===== src/rtl/frac_div_pkg.sv =====
package frac_div_pkg;

    localparam int PRE_W = 4;
    localparam int MOD_W = 5;

    typedef enum logic [PRE_W-1:0] {
        PS00 = 4'd0,  PS01 = 4'd1,  PS02 = 4'd2,  PS03 = 4'd3,
        PS04 = 4'd4,  PS05 = 4'd5,  PS06 = 4'd6,  PS07 = 4'd7,
        PS08 = 4'd8,  PS09 = 4'd9,  PS10 = 4'd10, PS11 = 4'd11,
        PS12 = 4'd12, PS13 = 4'd13, PS14 = 4'd14, PS15 = 4'd15
    } pre_state_e;

    // Prescaler state whose carry steps the second stage
    localparam pre_state_e PRE_ENA = PS12;
    // Terminal state of the second stage
    localparam logic [MOD_W-1:0] MOD_TERM = '0;

endpackage


===== src/rtl/frac_div_pre.sv =====
module frac_div_pre
    import frac_div_pkg::*;
#(
    parameter pre_state_e ENA_STATE = PRE_ENA
) (
    input  logic       clk_i,
    input  logic       rst_i,
    input  logic       long_i,
    output pre_state_e state_o,
    output logic       carry_o
);

    pre_state_e state_q;
    pre_state_e state_d;
    logic       d_bit;

    // Feedback selection: twisted ring, with the merge, cut and lap-length flips
    always_comb begin
        d_bit = ~state_q[PRE_W-1];
        unique case (state_q)
            PS01, PS09: d_bit = state_q[PRE_W-1];   // join the two rings
            PS02:       d_bit = state_q[PRE_W-1];   // cut 2->4
            PS08:       d_bit = ~long_i;            // 8->0 long lap, 8->1 short lap
            default:    ;
        endcase
        state_d = pre_state_e'({state_q[PRE_W-2:0], d_bit});
    end

    // State register
    always_ff @(posedge clk_i) begin
        if (rst_i) begin
            state_q <= PS00;
        end else begin
            state_q <= state_d;
        end
    end

    // Outputs
    always_comb begin
        state_o = state_q;
        carry_o = (state_q == ENA_STATE);
    end

endmodule


===== src/rtl/frac_div_mod27.sv =====
module frac_div_mod27
    import frac_div_pkg::*;
(
    input  logic clk_i,
    input  logic rst_i,
    input  logic step_i,
    output logic term_o
);

    logic [MOD_W-1:0] state_q;
    logic [MOD_W-1:0] state_d;
    logic             flip;

    always_comb begin
        unique case (state_q)
            5'd1, 5'd17: flip = 1'b1;   // join first and second ring
            5'd2, 5'd18: flip = 1'b1;   // join third ring
            5'd6:        flip = 1'b1;   // cut 6->12, dropping three states
            5'd10:       flip = 1'b1;   // send the 10/21 ring into 20
            default:     flip = 1'b0;
        endcase
        state_d = step_i ? {state_q[MOD_W-2:0], ~state_q[MOD_W-1] ^ flip} : state_q;
    end

    always_ff @(posedge clk_i) begin
        if (rst_i) begin
            state_q <= '0;
        end else begin
            state_q <= state_d;
        end
    end

    always_comb begin
        term_o = (state_q == MOD_TERM);
    end

endmodule


===== src/rtl/frac_div_271.sv =====
module frac_div_271
    import frac_div_pkg::*;
(
    input  logic clk_i,
    input  logic rst_i,
    output logic pulse_o,
    output logic term_o
);

    pre_state_e pre_state;
    logic       carry;
    logic       term;
    logic       was_zero_q;

    frac_div_pre #(
        .ENA_STATE(PRE_ENA)
    ) u_pre (
        .clk_i   (clk_i),
        .rst_i   (rst_i),
        .long_i  (term),
        .state_o (pre_state),
        .carry_o (carry)
    );

    frac_div_mod27 u_mod (
        .clk_i  (clk_i),
        .rst_i  (rst_i),
        .step_i (carry),
        .term_o (term)
    );

    // One bit of history tells whether state 1 follows state 0 or state 8
    always_ff @(posedge clk_i) begin
        if (rst_i) begin
            was_zero_q <= 1'b1;
        end else begin
            was_zero_q <= (pre_state == PS00);
        end
    end

    // Outputs
    always_comb begin
        pulse_o = ~rst_i & ((pre_state == PS00) |
                            ((pre_state == PS01) & ~was_zero_q));
        term_o  = term;
    end

endmodule


===== config.mk =====
export PLATFORM = sky130hd
export DESIGN_NAME = frac_div_271
export DESIGN_NICKNAME = d
export VERILOG_FILES = /design/src/rtl/frac_div_pkg.sv /design/src/rtl/frac_div_pre.sv /design/src/rtl/frac_div_mod27.sv /design/src/rtl/frac_div_271.sv
export SDC_FILE = /design/constraint.sdc
export NUM_CORES = 1
export LEC_CHECK = 0
export CORE_AREA = 2 2 39 41
export CTS_CLUSTER_SIZE = 12
export DETAILED_ROUTE_END_ITERATION = 8
export DIE_AREA = 0 0 41 43
export GPL_TIMING_DRIVEN = 0
export PLACE_DENSITY = 0.51
export SLEW_MARGIN = 15
export SYNTH_ARGS = -nofsm -noshare
export SYNTH_HDL_FRONTEND = slang
export SYNTH_SLANG_ARGS = --single-unit

===== constraint.sdc =====
create_clock -name clk_i -period 3.55 [get_ports clk_i]
set_clock_uncertainty 0.15 [all_clocks]
set_input_delay 0.71 -clock clk_i [delete_from_list [all_inputs] [get_ports clk_i]]
set_output_delay 0.71 -clock clk_i [all_outputs]
set_load 0.1 [all_outputs]

==> out/metrics.csv, run 1 <==
metric,value,unit
min-delay worst type,flip-flop to flip-flop,
clk sink count,10,
H-tree depth,1,
"slowest stage delay, CP",0.88,ns
clock latency on the worst-skew pair,0.26,ns
final setup vio count,0,
# port buffers,3,
post-layout min period,3.35,ns
CTS Buf Count,3,
initial core utilization,0.325,
most frequent cell after synthesis,dfxtp_1,
clock transition at the registers of the reported paths,0.07,ns
CTS tree,yes,
status,finished clean,
Residual DRC,0,
unrepaired setup endpoints after global routing,no,
largest net degree at the start of global routing,11,
die height,43,um
initial antenna violation count,0,
Die Area,1760,um^2
DRT Pass-1 Iters,3,
critical path required time,2.69,ns
routed vias/inst,4.85,
FP Rows,14,
Mapped Area,449,um^2
Antenna Cells,0,
Synth area leader,dfxtp_1,
worst-path cell chain,clkdlybuf4s50_1 > clkbuf_1 > a211oi_2 > dlygate4sd2_1,
maximum VDD drop,0.188,mV
critical path arrival,2.49,ns
detailed router's first-iteration violation count,7,
clock root buffer master,clkbuf_4,
vias in the first global route,333,
post-cts resize count,1,
top-area cell type share of the netlist area,0.446,
Yosys cell types,27,
worst-margin pin slew,0.958,ns
final hold violation count,0,
critical setup path kind,input pin to output port,
Worst Setup Start Kind,input pin,
fin nets,58,
Synth Instances,48,
Slew Limit Fails,0,
Layout Utilization,0.390,
Post-synth EDFFs,0,
Core Area,1380,um^2
first-pass GRT wire length,1.44,mm
clock buffer depth,2,
FILL cells,151,
Main synth FF type,dfxtp_1,
Die W,41,um
"Seq/Total Area, Yosys",0.446,
crit end category,output port,
"FF+latch count, synth",10,
fin crit share,0.945,
max-cap violations,0,
area of the multi-input gates,235,um^2
Max Freq,0.298,GHz
Placer Congestion,0.696,
global routing's busiest layer,met1,
Synthesis Warnings,0,
IO Pins,4,
synth cell count leaders,"10 x dfxtp_1, 7 x nor2_1, 4 x mux2i_1",
Synth area leaders,"dfxtp_1 45%, mux2i_1 8.9%, nor2_1 5.8%",
GR Util met1,0.171,
"Slowest-stage cell, CP",dlygate4sd2_1,
Post-CTS Setup Bufs,0,
syn_nets,50,
Synth Area per Inst,9.36,um^2
GRT Util Overall,0.125,
"Max FO, Critical Path",10,
Rel. slew slack,0.359,
WL final,760,um
area delta synth->final,20.1,%
Reg area,200,um^2
P_leak,0.203,nW
P per Cell Area,466,nW/um^2
ys async rst share,0,
Fin Hold WS,0.362,ns
cts hold-fix bufs,0,
post-route ant nets,0,
grt ovf,0,
via count,344,
met2 Use GR,0.150,
met3 usage,0.0471,
routed len/inst,10.7,um
share of layout cells above drive strength 1,0.145,
==> worst paths after layout <==
check                                                   start                     endpoint  slack (ns)  cells past startpoint
worst min register to register    u_pre.state_o[1]$_SDFF_PP0_  u_pre.state_o[2]$_SDFF_PP0_        0.36                      1
worst max register to register  u_mod.state_q[4]$_SDFFE_PP0N_  u_pre.state_o[0]$_SDFF_PP0_        1.99                      4
worst max-delay path                                    rst_i                      pulse_o        0.20                      4
worst min-delay path              u_pre.state_o[1]$_SDFF_PP0_  u_pre.state_o[2]$_SDFF_PP0_        0.36                      1
==> sequential cells by signal, indices dropped and copies added, names as in the netlist <==
name and count:
u_mod.state_q 5, u_pre.state_o 4, was_zero_q 1
==> kinds of logic (layout without fill, tap and decap cells) <==
logic type | after synthesis | count (layout) | synth area share
compound gates | 10 | 10 | 0.159
flops | 10 | 10 | 0.446
buf+inv | 3 | 10 | 0.0418
simple gates | 21 | 21 | 0.265
mux | 4 | 4 | 0.0891
==> layout make-up <==
class                   instances  area share
multi-input cells              35       0.436
flip-flops and latches         10       0.371
clock buffers                   4      0.0673
repair buffers                  3      0.0534
well taps                      16      0.0371
plain buffers                   2      0.0278
inverters                       1     0.00696
==> routing by layer <==
metal | part of all wire | vias up
met2 | 0.43 | 4
met4 | 0.0079 | 0
li1 | - | 185
met5 | 0 | -
met3 | 0.036 | 2
met1 | 0.53 | 153
==> cell usage in the layout, fill, tap and decap left out, types with 2 or more instances in the layout <==
cell type and count:
clkbuf_4 3, nor2_1 7, dfxtp_1 10, nor3_1 2
nand2_1 2, clkdlybuf4s50_1 2, mux2i_1 4, nor2b_1 2
==> per-stage QoR <==
stage | cells | setup TNS (ns) | area (um^2) | setup WS, ns | total power [mW]
CTS | 71 | 0 | 539 | 0.170 | 0.256
finish | 71 | 0 | 539 | 0.196 | 0.251
global route | 71 | 0 | 539 | 0.101 | 0.268
floorplan | 48 | 0 | 454 | 0.478 | 0.147
global placement | 67 | -0.123 | 504 | -0.123 | 0.154
detailed placement | 67 | -0.112 | 504 | -0.112 | 0.154
==> worst max-delay path, delay by kind of cell <==
| family | cells | cell delay (ns) |
|---|---|---|
| buf+inv | 3 | 1.55 |
| compound gates | 1 | 0.24 |
==> power by group <==
part | switching (mW) | internal (mW)
sequential | 0.00537 | 0.117
combinational | 0.0176 | 0.00977
clock | 0.0392 | 0.0622
total | 0.0622 | 0.189
Note: power is estimated with default switching activity, not from simulation.
==> run 2, diff against run 1 <==
Settings changed: ABC_AREA set to 1, CAP_MARGIN set to 20, PLACE_DENSITY 0.51 to 0.54, SYNTH_HIERARCHICAL set to 1.
==> run 2 against run 1 <==
  * Combinational power up 21%
  * Setup slack better by 0.055 ns
  * Total power up 2.1%
  * Highest routed layer unchanged
  * Global-route usage down 0.48 points
  * Synthesized cell count up 46%
  * Die area unchanged
  * Register-to-register slack better by 0.11 ns
  * Cell count up 31%
  * Utilization up 2.1 points
  * Critical path depth up 1
  * Fmax up 1.7%
  * Critical endpoint unchanged
  * Clock-buffer cell count unchanged
==> out/metrics.csv, run 2 <==
metric,value,unit
status,finished clean,
Worst Setup Start Kind,input pin,
unrepaired setup endpoints after global routing,no,
maximum VDD drop,0.217,mV
FILL cells,156,
# port buffers,3,
Main synth FF type,dfxtp_1,
detailed router's first-iteration violation count,6,
Synth Instances,70,
placed cell area,533,um^2
area of the multi-input gates,221,um^2
Placer Congestion,0.723,
most frequent cells in the layout,"15 x nand2_1, 14 x nor2_1, 10 x inv_1, 10 x dfxtp_1, 5 x inv_2",
"Cell Count, Final, Fillers Out",93,
most frequent cell after synthesis,nand2_1,
Die Area,1760,um^2
P_leak,0.249,nW
crit end category,output port,
Synth Area per Inst,6.81,um^2
Residual DRC,0,
syn_nets,72,
"Max FO, Critical Path",10,
Reg area,200,um^2
die height,43,um
CTS tree,yes,
Slew Limit Fails,0,
Yosys cell types,15,
max reg flops,5,
max-cap violations,0,
synth cell count leaders,"15 x nand2_1, 14 x nor2_1, 10 x dfxtp_1, 10 x inv_1, 5 x inv_2",
fin crit share,0.929,
Mapped Area,477,um^2
final hold violation count,0,
"Seq/Total Area, Yosys",0.420,
Final WS setup,0.251,ns
share of layout cells above drive strength 1,0.208,
clock latency on the worst-skew pair,0.26,ns
total chip power,0.256,mW
clock buffer depth,2,
"worst slack, placed",-0.0606,ns
ys async rst share,0,
final instance area,568,um^2
post-route ant nets,0,
largest net degree at the start of global routing,11,
DRT Pass-1 Iters,4,
min-delay worst type,flip-flop to flip-flop,
routed len/inst,8.77,um
Layout Utilization,0.410,
Synthesis Warnings,6,
initial core utilization,0.344,
Max Freq,0.303,GHz
"most common cell after layout, fill and taps aside",nand2_1,
final setup vio count,0,
Synth area leader,dfxtp_1,
first-pass GRT wire length,1.39,mm
Synth area leaders,"dfxtp_1 42%, nand2_1 12%, nor2_1 11%",
worst-margin pin slew,0.968,ns
cts hold-fix bufs,0,
critical path required time,2.69,ns
critical path arrival,2.44,ns
H-tree depth,1,
grt ovf,0,
Placed Cells incl. Taps,89,
clock transition at the registers of the reported paths,0.07,ns
"FF+latch count, synth",10,
via count,418,
Top reg by flops,u_mod/state_q,
post-layout min period,3.30,ns
sum of net half-perimeters after detailed placement,610,um
top-area cell type share of the netlist area,0.420,
IO Pins,4,
initial antenna violation count,0,
P per Cell Area,452,nW/um^2
routed vias/inst,4.49,
vias in the first global route,355,
area delta synth->final,19.2,%
Rel. slew slack,0.353,
fin nets,80,
GRT Util Overall,0.121,
Antenna Cells,0,
FP Rows,14,
CTS Buf Count,3,
clock root buffer master,clkbuf_4,
clk sink count,10,
Die W,41,um
Post-synth EDFFs,0,
critical setup path kind,input pin to output port,
Core Area,1380,um^2
WL final,816,um
-- run 2: changes by cell type in the layout (fill, tap and decap cells not counted), sizes merged, moves of 2 or more --
cell    previous run  this run
a211oi             1         4
a21oi              2         4
inv                1        15
mux2i              4         0
nand2              2        17
nand3              0         3
nor2               7        14
nor2b              3         0
nor3               2         0
-- run 2: metal layers --
layer | wire length, um | GRT usage | up-vias
met1 | 432 | 0.158 | 181
met2 | 343 | 0.147 | 6
met3 | 30 | 0.0471 | 2
li1 | - | - | 229
met4 | 10 | 0.100 | 0
met5 | 0 | 0 | -
-- run 2: cell type report --
cell class	instances	share of cell area
flip-flops and latches	10	0.352
well taps	16	0.0352
inverters	15	0.0991
multi-input cells	44	0.390
repair buffers	3	0.0507
plain buffers	1	0.00881
clock buffers	4	0.0639
-- run 2: critical path, cell delays in order --
cell and delay (ns):
clkdlybuf4s50_1 0.59, inv_1 0.15, nand2_1 0.06, nor2_1 0.08, dlygate4sd2_1 0.85
-- run 2: final timing paths --
check	slack (ns)	cells after the start	endpoint	from
hold reg to reg	0.36	2	u_pre/state_o[2]$_SDFF_PP0_	u_pre/state_o[1]$_SDFF_PP0_
setup / recovery	0.25	5	pulse_o	rst_i
hold / removal	0.36	2	u_pre/state_o[2]$_SDFF_PP0_	u_pre/state_o[1]$_SDFF_PP0_
setup reg to reg	2.10	7	u_mod/state_q[0]$_SDFFE_PP0P_	u_pre/state_o[3]$_SDFF_PP0_
-- run 2: timing repair --
item	4_1_cts	5_1_grt
gates resized for setup	1	0
setup endpoints to repair	1	0
hold endpoints to repair	0	0
buffers inserted	0	0
-- run 2: report_power, final --
part / switching [mW] / leakage [nW] / internal [mW]
clock network: 0.0396 / 0.0210 / 0.0622
logic: 0.0234 / 0.146 / 0.00971
registers: 0.00447 / 0.0815 / 0.117
total: 0.0674 / 0.249 / 0.189
-- run 2: cell families (layout without fill, tap and decap cells) --
logic type / after synthesis / after routing / share of synthesized area
and+or+nand+nor: 35 / 35 / 0.320
buffers and inverters: 16 / 23 / 0.129
DFF: 10 / 10 / 0.420
AOI/OAI and AO/OA: 9 / 9 / 0.131
-- run 2: stage by stage --
stage               setup TNS, ns  hold slack, ns
floorplan                       0           0.313
global placement          -0.0544           0.349
detailed placement        -0.0606           0.350
CTS                             0           0.360
global route                    0           0.387
finish                          0           0.358
==> run 3, diff against run 2 <==
Settings changed: CTS_BUF_LIST set to sky130_fd_sc_hd__clkbuf_2.
==> run 3 against run 2 <==
  * Sequential power is essentially flat
  * Design area shrank 3.1%
  * Fmax shrank 0.25%
  * Sequential cell count is the same
  * Routed wire length grew 0.86%
  * Global-route usage is the same
  * Critical endpoint unchanged
  * Largest cell class unchanged
  * Highest routed layer unchanged
==> out/metrics.csv, run 3 (same netlist as run 2, synthesis figures left out) <==
metric,value,unit
CP bufs+invs,3,
"Slowest-stage cell, CP",dlygate4sd2_1,
worst-path cell chain,clkdlybuf4s50_1 > inv_1 > nand2_1 > nor2_1 > dlygate4sd2_1,
crit end category,output port,
Die Area,1760,um^2
WL final,823,um
via count,424,
Final WS setup,0.243,ns
P per Cell Area,399,nW/um^2
initial core utilization,0.344,
"worst slack, placed",-0.0606,ns
most frequent cells in the layout,"15 x nand2_1, 14 x nor2_1, 10 x inv_1, 10 x dfxtp_1, 5 x inv_2",
Hold EP,u_mod/state_q[2]$_SDFFE_PP0P_,
CTS Buf Count,3,
grt ovf,0,
unrepaired setup endpoints after global routing,no,
fin crit share,0.931,
Core Area,1380,um^2
detailed router's first-iteration violation count,4,
total chip power,0.220,mW
r2r endpoint,u_mod/state_q[0]$_SDFFE_PP0P_,
"most common cell after layout, fill and taps aside",nand2_1,
H-tree depth,1,
Top reg by flops,u_mod/state_q,
final setup vio count,0,
status,finished clean,
Worst Hold Depth,2,
share of layout cells above drive strength 1,0.195,
Top delay family on crit path,buffers and inverters,
die height,43,um
IO Pins,4,
Placer Congestion,0.723,
critical setup path kind,input pin to output port,
Max Freq,0.302,GHz
Post-CTS Setup Bufs,0,
reg2reg setup slack,2.08,ns
# port buffers,3,
maximum VDD drop,0.167,mV
Critical R2R Launch,u_pre/state_o[3]$_SDFF_PP0_,
Slew Limit Fails,0,
sum of net half-perimeters after detailed placement,610,um
r2r worst-path depth,7,
first-pass GRT wire length,1.39,mm
clock latency on the worst-skew pair,0.25,ns
worst-margin pin slew,0.968,ns
clock root buffer master,clkbuf_2,
critical path required time,2.69,ns
post-route ant nets,0,
Worst Setup Start Kind,input pin,
post-cts resize count,1,
Rel. slew slack,0.353,
max reg flops,5,
max-cap violations,0,
initial antenna violation count,0,
"Max FO, Critical Path",10,
clock buffer depth,2,
FILL cells,160,
cts hold-fix bufs,0,
routed len/inst,8.85,um
final hold violation count,0,
fin nets,80,
routed vias/inst,4.56,
GRT Util Overall,0.121,
vias in the first global route,354,
setup TNS,0,ns
area delta synth->final,15.5,%
P_leak,0.242,nW
CTS tree,yes,
DRT Pass-1 Iters,4,
critical path arrival,2.45,ns
min-delay worst type,flip-flop to flip-flop,
post-layout min period,3.31,ns
clock transition at the registers of the reported paths,0.11,ns
Fin Hold WS,0.358,ns
min-delay src,u_mod/state_q[1]$_SDFFE_PP0P_,
Die W,41,um
largest net degree at the start of global routing,11,
Residual DRC,0,
Layout Utilization,0.398,
FP Rows,14,
Antenna Cells,0,
"slowest stage delay, CP",0.85,ns
clk sink count,10,
==> run 3: worst max path at each step <==
| stage | from | endpoint | slack [ns] | depth (start not counted) |
|---|---|---|---|---|
| after floorplan | u_mod/state_q[0]$_SDFFE_PP0P_ | term_o | 0.57 | 1 |
| after global placement | rst_i | pulse_o | -0.05 | 5 |
| after detailed placement | rst_i | pulse_o | -0.06 | 5 |
| after CTS | rst_i | pulse_o | 0.23 | 5 |
| after global routing | rst_i | pulse_o | 0.12 | 5 |
| final | rst_i | pulse_o | 0.24 | 5 |
==> run 3: final cells by class <==
type	instances	area, um^2	area share
Buffer	1	5.00	0.00909
Tap cell	16	20.0	0.0364
Clock inverter	1	3.75	0.00682
Clock buffer	3	15.0	0.0273
Inverter	15	56.3	0.102
Sequential cell	10	200	0.364
Timing Repair Buffer	3	28.8	0.0523
Multi-Input combinational cell	44	221	0.402
==> run 3: per-layer routing <==
metal  track usage  routed length, um  vias up  part of all wire
met5             0                  0        -                 0
met4         0.100                  8        0            0.0097
met3        0.0471                 34        2             0.041
met2         0.147                357        8              0.43
met1         0.158                423      185              0.51
li1              -                  -      229                 -
==> run 3: worst register-to-register path, cell delays in order, from the launching register on <==
cell and delay, ns:
dfxtp_1 0.46, nand3_1 0.13, nor2_1 0.10, buf_2 0.20, inv_1 0.07, a21oi_1 0.11, nand2_1 0.08, a21oi_2 0.10
==> run 3: power by group <==
| part | switching [mW] | total (mW) | internal, mW |
|---|---|---|---|
| Clock | 0.0400 | 0.0645 | 0.0245 |
| Sequential | 0.00451 | 0.122 | 0.117 |
| Combinational | 0.0237 | 0.0334 | 0.00971 |
==> run 3: through the flow <==
stage	instances	cell area, um^2
final	93	551
after floorplan	70	483
after CTS	93	551
after global routing	93	551
after detailed placement	89	533
after global placement	89	533
